<file path="config.mk">
export PLATFORM = sky130hd
export DESIGN_NAME = pt_xlate
export DESIGN_NICKNAME = d
export VERILOG_FILES = /design/src/rtl/pt_xlate_pkg.sv /design/src/rtl/pt_table.sv /design/src/rtl/pt_perm_check.sv /design/src/rtl/pt_xlate.sv
export SDC_FILE = /design/constraint.sdc
export NUM_CORES = 2
export LEC_CHECK = 0
export BUFFER_PORTS_ARGS = -buffer_cell sky130_fd_sc_hd__buf_2
export CELL_PAD_IN_SITES_DETAIL_PLACEMENT = 0
export CELL_PAD_IN_SITES_GLOBAL_PLACEMENT = 1
export CORE_MARGIN = 5
export CORE_UTILIZATION = 55
export DETAILED_ROUTE_END_ITERATION = 10
export PLACE_DENSITY_LB_ADDON = 0.1
export REMOVE_ABC_BUFFERS = 1
export SETUP_SLACK_MARGIN = 0.1
export SYNTH_ARGS = -nofsm -noshare
export SYNTH_HDL_FRONTEND = slang
export SYNTH_SLANG_ARGS = --single-unit
</file>
<file path="constraint.sdc">
create_clock -name clk -period 2.79 [get_ports clk]
set_input_delay 0 -clock clk [delete_from_list [all_inputs] [get_ports clk]]
set_output_delay 0 -clock clk [all_outputs]
set_load 0.01 [all_outputs]
</file>
<file path="src/rtl/pt_xlate_pkg.sv">
package pt_xlate_pkg;

  typedef enum logic [1:0] {
    ST_OK     = 2'b00,
    ST_ABSENT = 2'b01,
    ST_PROT   = 2'b10
  } xlate_status_e;

  // Permission flag positions inside the stored entry word {ppn, flags}
  localparam int unsigned PERM_RD  = 0;
  localparam int unsigned PERM_WR  = 1;
  localparam int unsigned PERM_SUP = 2;
  localparam int unsigned PERM_W   = 3;

endpackage

</file>
<file path="src/rtl/pt_table.sv">
module pt_table #(
  parameter int unsigned ADDR_W = 8,
  parameter int unsigned DATA_W = 9
) (
  input  logic              clk,
  input  logic              rst,
  input  logic              wr_en,
  input  logic [ADDR_W-1:0] wr_addr,
  input  logic              wr_present,
  input  logic [DATA_W-1:0] wr_data,
  input  logic              rd_en,
  input  logic [ADDR_W-1:0] rd_addr,
  output logic              rd_present_q,
  output logic [DATA_W-1:0] rd_data_q
);

  localparam int unsigned DEPTH = 1 << ADDR_W;

  // Present flags in flops so reset can clear them in one cycle
  logic [DEPTH-1:0]  present_bits;
  // Page number and flags in a plain array, read synchronously (RAM style)
  logic [DATA_W-1:0] mem [DEPTH];

  always_ff @(posedge clk) begin
    if (rst) begin
      present_bits <= '0;
    end else if (wr_en) begin
      present_bits[wr_addr] <= wr_present;
    end
  end

  always_ff @(posedge clk) begin
    if (wr_en) begin
      mem[wr_addr] <= wr_data;
    end
  end

  // Read-first: a same-edge write is not visible to this read
  always_ff @(posedge clk) begin
    if (rd_en) begin
      rd_data_q <= mem[rd_addr];
    end
  end

  always_ff @(posedge clk) begin
    if (rst) begin
      rd_present_q <= 1'b0;
    end else if (rd_en) begin
      rd_present_q <= present_bits[rd_addr];
    end
  end

  AST_WRITE_SETS_PRESENT: assert property (@(posedge clk) disable iff (rst)
    wr_en |=> present_bits[$past(wr_addr)] == $past(wr_present));

endmodule

</file>
<file path="src/rtl/pt_perm_check.sv">
module pt_perm_check
  import pt_xlate_pkg::*;
(
  input  logic                present,
  input  logic [PERM_W-1:0]   perm,
  input  logic                is_write,
  input  logic                is_super,
  output xlate_status_e       status
);

  logic kind_denied;
  logic level_denied;

  always_comb begin
    kind_denied  = is_write ? ~perm[PERM_WR] : ~perm[PERM_RD];
    level_denied = perm[PERM_SUP] & ~is_super;
    if (!present) begin
      status = ST_ABSENT;
    end else if (kind_denied || level_denied) begin
      status = ST_PROT;
    end else begin
      status = ST_OK;
    end
  end

endmodule

</file>
<file path="src/rtl/pt_xlate.sv">
module pt_xlate
  import pt_xlate_pkg::*;
#(
  parameter int unsigned VA_W  = 14,
  parameter int unsigned PA_W  = 12,
  parameter int unsigned OFF_W = 6
) (
  input  logic                  clk,
  input  logic                  rst,
  input  logic                  cfg_we,
  input  logic [VA_W-OFF_W-1:0] cfg_vpn,
  input  logic                  cfg_present,
  input  logic                  cfg_rd,
  input  logic                  cfg_wr,
  input  logic                  cfg_sup,
  input  logic [PA_W-OFF_W-1:0] cfg_ppn,
  input  logic                  req_valid,
  output logic                  req_ready,
  input  logic [VA_W-1:0]       req_va,
  input  logic                  req_write,
  input  logic                  req_super,
  output logic                  rsp_valid,
  output logic [1:0]            rsp_status,
  output logic [PA_W-1:0]       rsp_pa
);

  localparam int unsigned VPN_W  = VA_W - OFF_W;
  localparam int unsigned PPN_W  = PA_W - OFF_W;
  localparam int unsigned ENT_W  = PPN_W + PERM_W;

  logic              accept;
  logic              tbl_we;
  logic [ENT_W-1:0]  wr_word;
  logic [ENT_W-1:0]  ent_q;
  logic              present_q;
  logic [OFF_W-1:0]  off_q;
  logic              write_q;
  logic              super_q;
  logic              rsp_valid_q;
  logic              ready_q;
  xlate_status_e     chk_status;
  xlate_status_e     out_status;

  assign accept  = req_valid & ready_q & ~rst;
  assign tbl_we  = cfg_we & ~rst;

  always_comb begin
    wr_word                = '0;
    wr_word[PERM_RD]       = cfg_rd;
    wr_word[PERM_WR]       = cfg_wr;
    wr_word[PERM_SUP]      = cfg_sup;
    wr_word[ENT_W-1:PERM_W] = cfg_ppn;
  end

  pt_table #(
    .ADDR_W (VPN_W),
    .DATA_W (ENT_W)
  ) table_i (
    .clk          (clk),
    .rst          (rst),
    .wr_en        (tbl_we),
    .wr_addr      (cfg_vpn),
    .wr_present   (cfg_present),
    .wr_data      (wr_word),
    .rd_en        (accept),
    .rd_addr      (req_va[VA_W-1:OFF_W]),
    .rd_present_q (present_q),
    .rd_data_q    (ent_q)
  );

  always_ff @(posedge clk) begin
    if (rst) begin
      ready_q     <= 1'b0;
      rsp_valid_q <= 1'b0;
      off_q       <= '0;
      write_q     <= 1'b0;
      super_q     <= 1'b0;
    end else begin
      ready_q     <= 1'b1;
      rsp_valid_q <= accept;
      if (accept) begin
        off_q   <= req_va[OFF_W-1:0];
        write_q <= req_write;
        super_q <= req_super;
      end
    end
  end

  pt_perm_check check_i (
    .present  (present_q),
    .perm     (ent_q[PERM_W-1:0]),
    .is_write (write_q),
    .is_super (super_q),
    .status   (chk_status)
  );

  assign out_status = rsp_valid_q ? chk_status : ST_OK;

  assign req_ready  = ready_q;
  assign rsp_valid  = rsp_valid_q;
  assign rsp_status = out_status;
  assign rsp_pa     = (rsp_valid_q && chk_status == ST_OK) ?
                      {ent_q[ENT_W-1:PERM_W], off_q} : '0;

  AST_RSP_AFTER_ACCEPT: assert property (@(posedge clk) disable iff (rst)
    (req_valid && req_ready) |=> rsp_valid);

  AST_NO_SPURIOUS_RSP: assert property (@(posedge clk) disable iff (rst)
    !(req_valid && req_ready) |=> !rsp_valid);

  AST_READY_AFTER_RESET: assert property (@(posedge clk) disable iff (rst)
    1'b1 |=> req_ready);

  AST_OFFSET_PASSTHRU: assert property (@(posedge clk) disable iff (rst)
    (rsp_valid && rsp_status == ST_OK) |-> rsp_pa[OFF_W-1:0] == $past(req_va[OFF_W-1:0]));

  AST_NO_RESERVED_CODE: assert property (@(posedge clk) disable iff (rst)
    rsp_status != 2'b11);

endmodule

</file>
# Yosys cells after proc, flatten, opt, wreduce, memory -nomap -nowiden
# Memories as Yosys holds them, arrays and structs flattened. A register that Yosys moved wholly into a read port is not among the register bits.
# Index checks and enable logic that the tools add are counted.
# totals
regBits,267
ram_bits,2304
wordCells,36
n_memories,1
# mem_list
memory,depth,width,read_ports,rd_clocked_by_memory_dff,wr,line_no,rtl
table_i.mem,256,9,1,1,1,pt_table.sv:22,logic [DATA_W-1:0] mem [DEPTH];
# op_classes
n_lt_le_gt_ge,3
muxes,13
bitwise_logic,8
n_reduce_logical,4
# ops
op,count
$bwmux 256,1
$lt 8x9->1 const B,2
$mux 12,1
$bmux 1 s8,1
$demux 1 s8,1
$ge 8x1->1 const B,1
$mux 1,6
$mux 2,3
$and 1x1->1,4
$not 1->1,4
$logic_and 1x1->1,2
$logic_not 2->1,1
$logic_or 1x1->1,1

# Logic depth before layout (Yosys ltp)
# depth
ltp_word,8
depth_mapped,11

# By module
# A second synthesis with hierarchy kept.
# hier_totals
cells_unflattened,5295
hier_area_um2,99825.7
# by_module_without_submodules
module,n_inst,cells_each,area_per_inst_um2,seq_area_each_um2
pt_table,1,5243,99300.2,74601.5
pt_xlate,1,48,495.5,200.2
pt_perm_check,1,4,30.0,0.0

# Least setup slack after synthesis
# Ideal clock, no wire load.
# synth_timing
kind,input -> register
from,input port req_va[7]
to,"register table_i.rd_data_q[0], read port of table_i.mem (data pin)"
setup_ps,259
arrival_time_ps,2080
required_time_ps,2531
path_slack_ps,451
cell_stages,10
path_cell_list,buf_2 -> buf_4 -> clkbuf_1 -> buf_1 -> mux4_2 -> a22oi_1 -> a21oi_1 -> nor4_1 -> o22ai_1 -> or2_1
# synth_lines
element,line_no,rtl
start: declaration,pt_xlate.sv:19,"input logic [VA_W-1:0] req_va,"
end: declaration,pt_table.sv:14,output logic [DATA_W-1:0] rd_data_q

==> flow_metrics.env <==
export IMPL_status="completed"
export IMPL_htree_levels=5
export IMPL_drtIter0Drc=6110
export IMPL_p_int_mw=64.82
export IMPL_nets=6057
export IMPL_path_max_fanout=1
export IMPL_first_pass_iters=5
export IMPL_yosysSeqAreaShare=0.7492
export IMPL_portBuffers=53
export IMPL_max_freq_mhz=370.9
export IMPL_die_h_um=436.1
export IMPL_grt_max_degree=164
export IMPL_rows=156
export IMPL_clk_latency_ns=0.91
export IMPL_ys_types=44
export IMPL_critPathLaunchType="flop"
export IMPL_core_area_um2=180700
export IMPL_r2r_end="table_i.rd_data_q[0]"
export IMPL_final_layout_size_suffix_gt1_frac=0.2908
export IMPL_yosys_area_share_simple=0.02941
export IMPL_wl_um=263900
export IMPL_num_vias=54799
export IMPL_ys_flop_type="edfxtp_1"
export IMPL_synth_area_per_cell_um2=18.73
export IMPL_worstMarginPinSlew_ns=0.9959
export IMPL_final_cell_mix="edfxtp_1 (2313), mux4_2 (638), buf_4 (598), a21oi_1 (407), nand2_1 (291)"
export IMPL_netlist_area_um2=99840
export IMPL_synthMuxAreaShare=0.1463
export IMPL_finalCritPeriodShare=0.9665
export IMPL_grt_total_usage=0.2776
export IMPL_critical_path_arrival_ns=3.35
export IMPL_vias_per_cell=6.363
export IMPL_critPathCaptureType="flop"
export IMPL_grt_pass1_vias=54944
export IMPL_finalHoldViolations=0
export IMPL_fin_crit_ns=2.696
export IMPL_dieArea_um2=190200
export IMPL_clkPwrFrac=0.434
export IMPL_cts_made_buffers=281
export IMPL_p_switching_mw=17.11
export IMPL_dp_hpwl_um=166500
export IMPL_ys_warn_count=0
export IMPL_hold_slack_ns=0.05766
export IMPL_layout_cells_non_filler=8612
export IMPL_power_density_nw_per_um2=697.8
export IMPL_synth_fa_ha_area_frac=0
export IMPL_gp_congestion=0.8344
export IMPL_peakVddDrop_uv=673.6
export IMPL_cap_violations=0
export IMPL_path_class="flop to flop"
export IMPL_start_util=0.5524
export IMPL_hold_end="table_i.mem[108][3]"
export IMPL_pin_count=54
export IMPL_synth_edf_count=2313
export IMPL_antenna_found_initial=9
export IMPL_die_x_um=436.1
export IMPL_clock_path_buffers=4
export IMPL_hold_depth=2
export IMPL_reg2reg_slack_ns=0.09
export IMPL_post_cts_repair_setup_buffers=0
export IMPL_rsz0062_at_grt="yes"
export IMPL_r2r_cells=9
export IMPL_crit_required_ns=3.44
export IMPL_hold_class="input port to flop"
export IMPL_ys_ff_latch=2580
export IMPL_areaGrowthSynthToFinish_pct=17.58
export IMPL_final_common_cell="edfxtp_1"
export IMPL_syn_inst=5331
export IMPL_wire_per_inst_um=30.64
export IMPL_timing_rr_start="table_i.mem[91][0]"
export IMPL_setup_viol=0
export IMPL_pwr_share_seq=0.514
export IMPL_min_delay_start="cfg_ppn[0]"
export IMPL_synth_xor_area_frac=0
export IMPL_synth_top_family_by_area="multiplexers"
export IMPL_slew_viol_final=0
export IMPL_drc_errors=0
export IMPL_ys_async_sr_fraction=0
export IMPL_ant_nets=0
export IMPL_path_clk_slew_ns=0.06
export IMPL_clock_sinks=2580
export IMPL_power_frac_comb=0.052
export IMPL_grt_pass1_wl_um=384700
export IMPL_gr_total_overflow=0
export IMPL_skew_ns=0.03418
export IMPL_sw_frac_of_total=0.2088
export IMPL_tritoncts="done"
export IMPL_synth_compound_area_frac=0.05791
export IMPL_n_fill_cell=12291
export IMPL_max_slew_margin_rel=0.3361
export IMPL_p_leak_nw=37.51
export IMPL_dpl_cell_count=8043
export IMPL_cts_root_buf="clkbuf_16"
-- worst max-delay path by stage --
stage	from	end	slack [ns]	depth (start not counted)
after floorplan	req_va[10]	table_i.rd_data_q[7]	-3.25	6
after global placement	req_va[6]	table_i.rd_data_q[0]	-0.89	10
after detailed placement	req_va[6]	table_i.rd_data_q[0]	-0.86	10
after CTS	table_i.mem[112][0]	table_i.rd_data_q[0]	0.08	8
after global routing	table_i.mem[91][0]	table_i.rd_data_q[0]	0.005	9
final	table_i.mem[91][0]	table_i.rd_data_q[0]	0.09	9
-- final cells by class --
cell class,count,area [µm²],share of cell area
clock inverter,111,1007,0.008580
timing repair buffer,799,7219,0.06150
antenna,22,55.05,0.0004689
multi-input combinational,2355,23620,0.2012
sequential,2580,74800,0.6372
clock buffer,373,7726,0.06581
inverter,2,7.507,0.00006395
tap,2370,2965,0.02526
-- cell usage after synthesis, types with 2 or more instances --
cell type / instances / area share
a211oi_1: 3 / 0.00023
buf_1: 35 / 0.0013
edfxtp_1: 2313 / 0.70
buf_2: 54 / 0.0027
nor4bb_1: 2 / 0.00020
or2_1: 9 / 0.00056
o211ai_1: 5 / 0.00038
and2_1: 14 / 0.00088
dfxtp_1: 267 / 0.054
clkbuf_1: 275 / 0.010
and4b_1: 2 / 0.00020
nor3_1: 4 / 0.00020
nand2_1: 304 / 0.011
nor4_1: 38 / 0.0024
nand4_1: 4 / 0.00025
nor2b_1: 11 / 0.00069
inv_1: 2 / 0.000075
nand2b_1: 9 / 0.00056
nand3_1: 18 / 0.00090
nor4b_1: 2 / 0.00018
nor3b_1: 2 / 0.00015
a22oi_1: 291 / 0.022
a21oi_1: 410 / 0.021
mux2_2: 3 / 0.00034
o21ai_0: 262 / 0.013
nand3b_1: 3 / 0.00023
buf_4: 18 / 0.0014
or2_2: 2 / 0.00013
mux2i_1: 20 / 0.0020
mux4_2: 638 / 0.14
nor2_1: 268 / 0.010
buf_6: 11 / 0.0012
o22ai_1: 21 / 0.0013
-- flip-flops by register name, indices dropped and copies added, names as in the netlist --
name	count
table_i.rd_present_q	1
off_q	6
table_i.rd_data_q	9
write_q	1
req_ready	1
table_i.present_bits	256
super_q	1
table_i.mem	2304
rsp_valid	1
-- critical path: stages (launching register included) --
cell	delay (ns)
edfxtp_1	0.35
mux4_2	0.48
a22oi_2	0.16
buf_4	0.15
a21oi_1	0.06
buf_4	0.17
nor4_4	0.54
buf_4	0.21
o22ai_1	0.07
or2_1	0.23
-- power groups by stage --
stage	Combinational [mW]	Sequential [mW]	Clock, mW
after floorplan	1.43	42.9	0
after global placement	4.12	42.9	0
after detailed placement	4.17	42.9	0
after CTS	4.27	42.1	36.1
after global routing	4.49	42.1	37.7
final	4.26	42.1	35.5
-- routing by layer --
metal,track usage,up-vias,wire (µm)
li1,-,23105,-
met1,0.4051,28877,106800
met2,0.4402,2390,127700
met3,0.04180,427,20610
met4,0.08933,0,8835
met5,0,-,0
-- logic make-up after synthesis --
family / count (synthesis)
buffers and inverters: 396
DFF: 2580
and+or+nand+nor: 697
AOI/OAI and AO/OA: 997
muxes: 661
-- per-stage QoR --
step	total power [mW]	utilization	TNS, ns	setup WS [ns]	cell area [µm²]
floorplan	44.36	-	-30.76	-3.254	98130
global placement	47.05	0.5962	-5.157	-0.8895	107800
detailed placement	47.10	0.5962	-5.232	-0.8628	107800
CTS	82.50	0.6489	0	0.08047	117300
global route	84.31	0.6495	0	0.005413	117400
finish	81.92	0.6495	0	0.09357	117400
-- what timing repair did --
item | in CTS | in global routing
hold endpoints to repair | 2251 | 0
pin swaps | 0 | 2
resized for setup | 25 | 13
setup endpoints to repair | 8 | 18
hold buffers | 63 | 0
Note: power is estimated with default switching activity, not from simulation.
